[config.mk]
export PLATFORM = sky130hd
export DESIGN_NAME = sdspi_data_phase
export DESIGN_NICKNAME = d
export VERILOG_FILES = /design/src/rtl/sdspi_dp_pkg.sv /design/src/rtl/sdspi_crc16_step.sv /design/src/rtl/sdspi_byte_ctr.sv /design/src/rtl/sdspi_token_decode.sv /design/src/rtl/sdspi_data_phase.sv
export SDC_FILE = /design/constraint.sdc
export NUM_CORES = 1
export LEC_CHECK = 0
export BUFFER_PORTS_ARGS = -buffer_cell sky130_fd_sc_hd__buf_2
export CAP_MARGIN = 20
export CORE_MARGIN = 2
export CORE_UTILIZATION = 45
export DETAILED_ROUTE_END_ITERATION = 7
export PLACE_DENSITY_LB_ADDON = 0.12
export SYNTH_ARGS = -nofsm -noshare
export SYNTH_HDL_FRONTEND = slang
export SYNTH_SLANG_ARGS = --single-unit
export TNS_END_PERCENT = 30
[constraint.sdc]
create_clock -name clk -period 1.7 [get_ports clk]
set_clock_uncertainty 0.05 [all_clocks]
set_input_delay 0.17 -clock clk [delete_from_list [all_inputs] [get_ports clk]]
set_output_delay 0.17 -clock clk [all_outputs]
set_load 0.1 [all_outputs]
[src/rtl/sdspi_dp_pkg.sv]
package sdspi_dp_pkg;

    localparam logic [7:0] BYTE_IDLE      = 8'hFF;
    localparam logic [7:0] TOK_BLOCK      = 8'hFE;
    localparam logic [7:0] TOK_MULTI_WR   = 8'hFC;
    localparam logic [7:0] TOK_STOP_WR    = 8'hFD;
    localparam logic [7:0] BYTE_ABORT_CMD = 8'h4C;
    localparam logic [7:0] BYTE_ACCEPTED  = 8'h05;
    localparam logic [7:0] BYTE_BUSY      = 8'h00;

    typedef enum logic [3:0] {
        PH_CMD,
        PH_RD_GAP,
        PH_RD_TOKEN,
        PH_RD_DATA,
        PH_RD_CRC,
        PH_WR_DATA,
        PH_WR_CRC,
        PH_WR_RESP,
        PH_STOP_STAT
    } phase_e;

    typedef struct packed {
        phase_e      phase;
        logic [15:0] crc;
        logic        single;
        logic        full;
        logic        half;
        logic        tx_vld;
        logic [7:0]  tx;
    } dp_state_t;

    localparam dp_state_t DP_RESET = '{
        phase:  PH_CMD,
        crc:    16'h0000,
        single: 1'b0,
        full:   1'b0,
        half:   1'b0,
        tx_vld: 1'b0,
        tx:     BYTE_IDLE
    };

endpackage

[src/rtl/sdspi_crc16_step.sv]
module sdspi_crc16_step #(
    parameter logic [15:0] POLY = 16'h1021,
    parameter int          DW   = 8
) (
    input  logic [15:0]   crc_in,
    input  logic [DW-1:0] data_in,
    output logic [15:0]   crc_out
);
    logic [15:0] stage [0:DW];

    assign stage[0] = crc_in ^ {data_in, {(16-DW){1'b0}}};

    for (genvar i = 0; i < DW; i++) begin : g_bit
        assign stage[i+1] = stage[i][15] ? ((stage[i] << 1) ^ POLY)
                                         : (stage[i] << 1);
    end

    assign crc_out = stage[DW];
endmodule

[src/rtl/sdspi_byte_ctr.sv]
module sdspi_byte_ctr #(
    parameter int LIMIT = 512
) (
    input  logic clk,
    input  logic rst_n,
    input  logic clr,
    input  logic inc,
    output logic at_last
);
    localparam int CW = $clog2(LIMIT) + 1;

    logic [CW-1:0] cnt_d, cnt_q;

    always_comb begin
        cnt_d = cnt_q;
        if (clr) begin
            cnt_d = '0;
        end else if (inc) begin
            cnt_d = cnt_q + 1'b1;
        end
    end

    always_ff @(posedge clk) begin
        if (!rst_n) begin
            cnt_q <= '0;
        end else begin
            cnt_q <= cnt_d;
        end
    end

    assign at_last = (cnt_q == CW'(LIMIT - 1));
endmodule

[src/rtl/sdspi_token_decode.sv]
module sdspi_token_decode
    import sdspi_dp_pkg::*;
(
    input  logic [7:0] byte_in,
    output logic       is_wr_start,
    output logic       is_wr_stop,
    output logic       is_abort
);
    always_comb begin
        is_wr_start = (byte_in == TOK_BLOCK) || (byte_in == TOK_MULTI_WR);
        is_wr_stop  = (byte_in == TOK_STOP_WR);
        is_abort    = (byte_in == BYTE_ABORT_CMD);
    end
endmodule

[src/rtl/sdspi_data_phase.sv]
module sdspi_data_phase
    import sdspi_dp_pkg::*;
#(
    parameter int          BLOCK_BYTES = 512,
    parameter logic [15:0] CRC_POLY    = 16'h1021
) (
    input  logic       clk,
    input  logic       rst_n,
    input  logic       xfer_valid,
    input  logic [7:0] rx_byte,
    output logic       tx_valid,
    output logic [7:0] tx_byte,
    input  logic       rd_start,
    input  logic       rd_single,
    output logic       rd_abort,
    output logic       in_cmd_mode,
    input  logic [7:0] be_rd_data,
    input  logic       be_rd_last,
    output logic       be_rd_pop,
    output logic       be_wr_valid,
    output logic [7:0] be_wr_data,
    input  logic       be_wr_last,
    output logic       be_stop,
    input  logic       be_busy
);
    dp_state_t st_d, st_q;

    logic        tok_wr_start, tok_wr_stop, tok_abort;
    logic [15:0] crc_next;
    logic        cnt_clr, cnt_inc, cnt_last;
    logic        in_read;

    sdspi_token_decode u_tok (
        .byte_in     (rx_byte),
        .is_wr_start (tok_wr_start),
        .is_wr_stop  (tok_wr_stop),
        .is_abort    (tok_abort)
    );

    sdspi_crc16_step #(.POLY(CRC_POLY), .DW(8)) u_crc (
        .crc_in  (st_q.crc),
        .data_in (be_rd_data),
        .crc_out (crc_next)
    );

    sdspi_byte_ctr #(.LIMIT(BLOCK_BYTES)) u_ctr (
        .clk     (clk),
        .rst_n   (rst_n),
        .clr     (cnt_clr),
        .inc     (cnt_inc),
        .at_last (cnt_last)
    );

    always_comb begin
        in_read = (st_q.phase == PH_RD_GAP)   || (st_q.phase == PH_RD_TOKEN) ||
                  (st_q.phase == PH_RD_DATA)  || (st_q.phase == PH_RD_CRC);
    end

    always_comb begin
        st_d        = st_q;
        st_d.tx_vld = 1'b0;
        cnt_clr     = 1'b0;
        cnt_inc     = 1'b0;
        rd_abort    = 1'b0;
        be_rd_pop   = 1'b0;
        be_wr_valid = 1'b0;
        be_stop     = 1'b0;

        if (rd_start && st_q.phase == PH_CMD) begin
            // Data phase begins; a coincident host byte gets a filler reply.
            st_d.phase  = PH_RD_TOKEN;
            st_d.single = rd_single;
            st_d.full   = 1'b0;
            if (xfer_valid) begin
                st_d.tx_vld = 1'b1;
                st_d.tx     = BYTE_IDLE;
            end
        end else if (xfer_valid) begin
            st_d.tx_vld = 1'b1;
            st_d.tx     = BYTE_IDLE;
            if (in_read && tok_abort) begin
                st_d.phase = PH_CMD;
                rd_abort   = 1'b1;
            end else begin
                unique case (st_q.phase)
                    PH_CMD: begin
                        if (tok_wr_start) begin
                            st_d.phase = PH_WR_DATA;
                            cnt_clr    = 1'b1;
                        end else if (tok_wr_stop) begin
                            st_d.phase = PH_STOP_STAT;
                            be_stop    = 1'b1;
                        end
                    end
                    PH_STOP_STAT: begin
                        st_d.tx    = be_busy ? BYTE_BUSY : BYTE_IDLE;
                        st_d.phase = PH_CMD;
                    end
                    PH_RD_GAP: begin
                        st_d.phase = PH_RD_TOKEN;
                    end
                    PH_RD_TOKEN: begin
                        st_d.tx    = TOK_BLOCK;
                        st_d.crc   = 16'h0000;
                        st_d.full  = 1'b0;
                        cnt_clr    = 1'b1;
                        st_d.phase = PH_RD_DATA;
                    end
                    PH_RD_DATA: begin
                        st_d.tx   = be_rd_data;
                        st_d.crc  = crc_next;
                        be_rd_pop = 1'b1;
                        cnt_inc   = 1'b1;
                        if (be_rd_last || cnt_last) begin
                            st_d.phase = PH_RD_CRC;
                            st_d.full  = cnt_last;
                            st_d.half  = 1'b0;
                        end
                    end
                    PH_RD_CRC: begin
                        if (!st_q.half) begin
                            st_d.tx   = st_q.crc[15:8];
                            st_d.half = 1'b1;
                        end else begin
                            st_d.tx   = st_q.crc[7:0];
                            st_d.half = 1'b0;
                            cnt_clr   = 1'b1;
                            st_d.phase = (st_q.full && !st_q.single) ? PH_RD_GAP
                                                                      : PH_CMD;
                        end
                    end
                    PH_WR_DATA: begin
                        st_d.tx     = rx_byte;
                        be_wr_valid = 1'b1;
                        cnt_inc     = 1'b1;
                        if (be_wr_last || cnt_last) begin
                            st_d.phase = PH_WR_CRC;
                            st_d.half  = 1'b0;
                        end
                    end
                    PH_WR_CRC: begin
                        if (!st_q.half) begin
                            st_d.half = 1'b1;
                        end else begin
                            st_d.half  = 1'b0;
                            cnt_clr    = 1'b1;
                            st_d.phase = PH_WR_RESP;
                        end
                    end
                    PH_WR_RESP: begin
                        st_d.tx    = BYTE_ACCEPTED;
                        st_d.phase = PH_CMD;
                    end
                    default: begin
                        st_d.phase = PH_CMD;
                    end
                endcase
            end
        end
    end

    always_ff @(posedge clk) begin
        if (!rst_n) begin
            st_q <= DP_RESET;
        end else begin
            st_q <= st_d;
        end
    end

    assign tx_valid    = st_q.tx_vld;
    assign tx_byte     = st_q.tx;
    assign in_cmd_mode = (st_q.phase == PH_CMD);
    assign be_wr_data  = rx_byte;
endmodule

==> results.cfg <==
[run_status]
status = finished, violations left
violations = setup timing

[synthesis]
synth_area_leaders = dfxtp_1 32%, a22oi_1 6.4%, xnor2_1 6.1%
synth_commonest_cells = 42 x dfxtp_1, 26 x nor2_1, 22 x a22oi_1
synth_mux_area_share_pct = 3.86
synth_top_family_by_area = simple AND/OR/NAND/NOR gates
synth-edff-count = 0
synth_flop_cell = dfxtp_1
synth_area_per_cell_um2 = 8.62
yosys.area.top_type = dfxtp_1
synth.top_cell.area_share_pct = 32.4
syn_area_mm2 = 0.00259
yosysMostFrequentCell = dfxtp_1
synthAdderAreaFrac_pct = 0.482
synth_seq_area_share_pct = 32.4
ys_warn_count = 0
syn_inst = 301
synth-seq-cells = 42
synth_xor_area_share_pct = 11.5
ys_types = 54
synth-async-reset-ratio_pct = 0
synth-simple-area-share_pct = 23.6
synth-compound-area-share_pct = 19.6
syn-num-nets = 326

[sta]
worst-slew-pin-transition_ns = 0.488
post-route-period-util_pct = 122
min_period_ns = 2.08
fmax_mhz = 481
hold_violations = 0
drv_slew = 0
slew_headroom_pct = 67.7
fin_tns_setup_ns = -6.04
setup_violations = 33
setup_slack_ns = -0.378
rsz0062_at_grt = yes

[global_routing]
antenna_found_initial = 0
grt_pass1_vias = 2530
grt_pass1_wl_um = 12200
grt-ovfl-total = 0
gr-usage-all-layers_pct = 24.3
grt_max_degree = 23

[route]
wl_met1_um = 3300
routedWlPerCell_um = 16.0
detail-route-antenna-nets = 0
drc = 0
vias = 2584
wl_met2_um = 3800
drt_first_pass_iters = 4
first_iter_violations = 201
wl_um = 7590
via_per_inst = 5.44
met3_length_um = 355
top_layer_used = met4

[die]
ios = 46
die_w_um = 79.9
initial_core_util_pct = 46.8
fp.dieH_um = 79.9
coreArea_mm2 = 0.00554
fp.dieArea_mm2 = 0.00639
rows = 27

[clock_tree]
clockBufferDepth = 2
clk_latency_ns = 0.30
h-tree-depth = 2
cts_inserted_buffers = 5
cts_sinks = 42
clkTransAtPathRegs_ns = 0.08
cts_tree = built
clock-root-buffer = clkbuf_8

[hold_path]
min_path_type = primary input to register

[finish]
syn_to_final_growth_pct = 47.1
fin_nets = 427
layout-drive-gt1-share_pct = 45.2
insertedDiodeCount = 0

[power_and_ir_drop]
p_per_area_mw_per_mm2 = 725
leakage_nw = 1.49
peakVddDrop_mv = 0.462
finalPower_w = 0.00277

[placed_design]
numPortBuffers = 45
post-dp-hpwl_um = 5280
place_congestion = 0.879

[critical_path]
worstSetupEndpointType = output port
crit_end = be_stop
worst_ep_required_time_ns = 1.48
reg2reg_to = st_q[31]
r2r_slack_ns = -0.37
r2r-start = st_q[30]
startpoint_type = register
cp-startpoint = st_q[30]
critPathMaxFanout = 4
reg2regPathDepth = 8
path_class = register to output port
arrival_ns = 1.86

[job]
cap_violations = 0
[worst min-delay path by stage]
stage	start	end	depth (start not counted)
after floorplan	rd_single	st_q[11]	2
after global placement	rd_single	st_q[11]	3
after detailed placement	rd_single	st_q[11]	3
after CTS	rd_single	st_q[11]	3
after global routing	rd_single	st_q[11]	3
final	rd_single	st_q[11]	3
[metrics by stage]
step / setup slack [ns] / instances / hold slack, ns / instance area, um^2 / utilization (%)
floorplan: -1.51 / 301 / 0.276 / 2630 / -
global placement: -0.187 / 453 / 0.384 / 3310 / 59.7
detailed placement: -0.213 / 453 / 0.399 / 3310 / 59.7
CTS: -0.387 / 473 / 0.0920 / 3700 / 66.8
global route: -0.447 / 475 / 0.120 / 3820 / 68.9
finish: -0.378 / 475 / 0.102 / 3820 / 68.9
[power breakdown]
part           leakage (nW)  internal [W]  switching (W)
registers             0.342       0.00100      0.0000276
clock network        0.0489      0.000336       0.000359
logic                  1.10      0.000456       0.000583
[routing by layer]
metal | track usage (%) | up-vias
met3 | 3.85 | 13
met1 | 30.0 | 1236
li1 | - | 1271
met4 | 10.0 | 0
met2 | 41.9 | 64
met5 | 0 | -
[cells in the final DEF, fill, tap and decap left out, types with 2 or more instances in the layout]
cell	instances
dfxtp_4	2
dfxtp_2	2
a21oi_2	2
nor3_2	2
buf_2	40
nor2_1	22
dfxtp_1	38
buf_4	66
o21ai_0	2
xor2_1	16
nor4_1	3
nand2_1	17
nand2b_1	2
xnor2_1	17
buf_6	16
o21a_1	2
o21ai_4	2
nor2_2	2
nor2_4	2
o32ai_4	2
nand3_1	9
nor4_4	2
inv_1	2
mux2i_1	10
nand4_1	2
nor3_4	7
or3b_4	2
buf_12	6
nor2b_4	2
clkbuf_8	6
o22ai_1	12
o221a_2	2
nor3_1	4
a21oi_1	7
a22oi_1	22
nor2b_1	16
nand2_2	3
[cells by family after synthesis]
kind of cell | after synthesis
DFF | 42
AOI/OAI and AO/OA | 68
adders and majority gates | 1
xor gates and xnor gates | 34
and+or+nand+nor | 110
buffers and inverters | 36
muxes | 10
[critical path, cell delays in order, from the launching register on]
cell and delay (ns):
dfxtp_4 0.39, buf_6 0.10, o21ai_2 0.04, or3b_4 0.24, o211ai_1 0.09, buf_4 0.18, nor4_4 0.30, buf_12 0.21
[timing repair]
| item | CTS | global route |
|---|---|---|
| hold buffers | 0 | 0 |
| pin swaps | 25 | 11 |
| resized for setup | 47 | 21 |
| endpoints found under the setup margin | 28 | 45 |
| setup buffers | 12 | 3 |
| gates cloned | 1 | 0 |
[final cells by class]
type,count,area [um^2]
Clock inverter,1,8.76
Tap cell,72,90.1
Clock buffer,7,86.3
Multi-Input combinational cell,223,1780
Timing Repair Buffer,128,996
Sequential cell,42,851
Inverter,2,7.51
Fill cell,452,1720
[state kept, by name, summed over array words and instances (netlist names)]
name         count
u_ctr.cnt_q     10
st_q            23
tx_valid         1
tx_byte          8
Power figures use the tool's default switching activity.
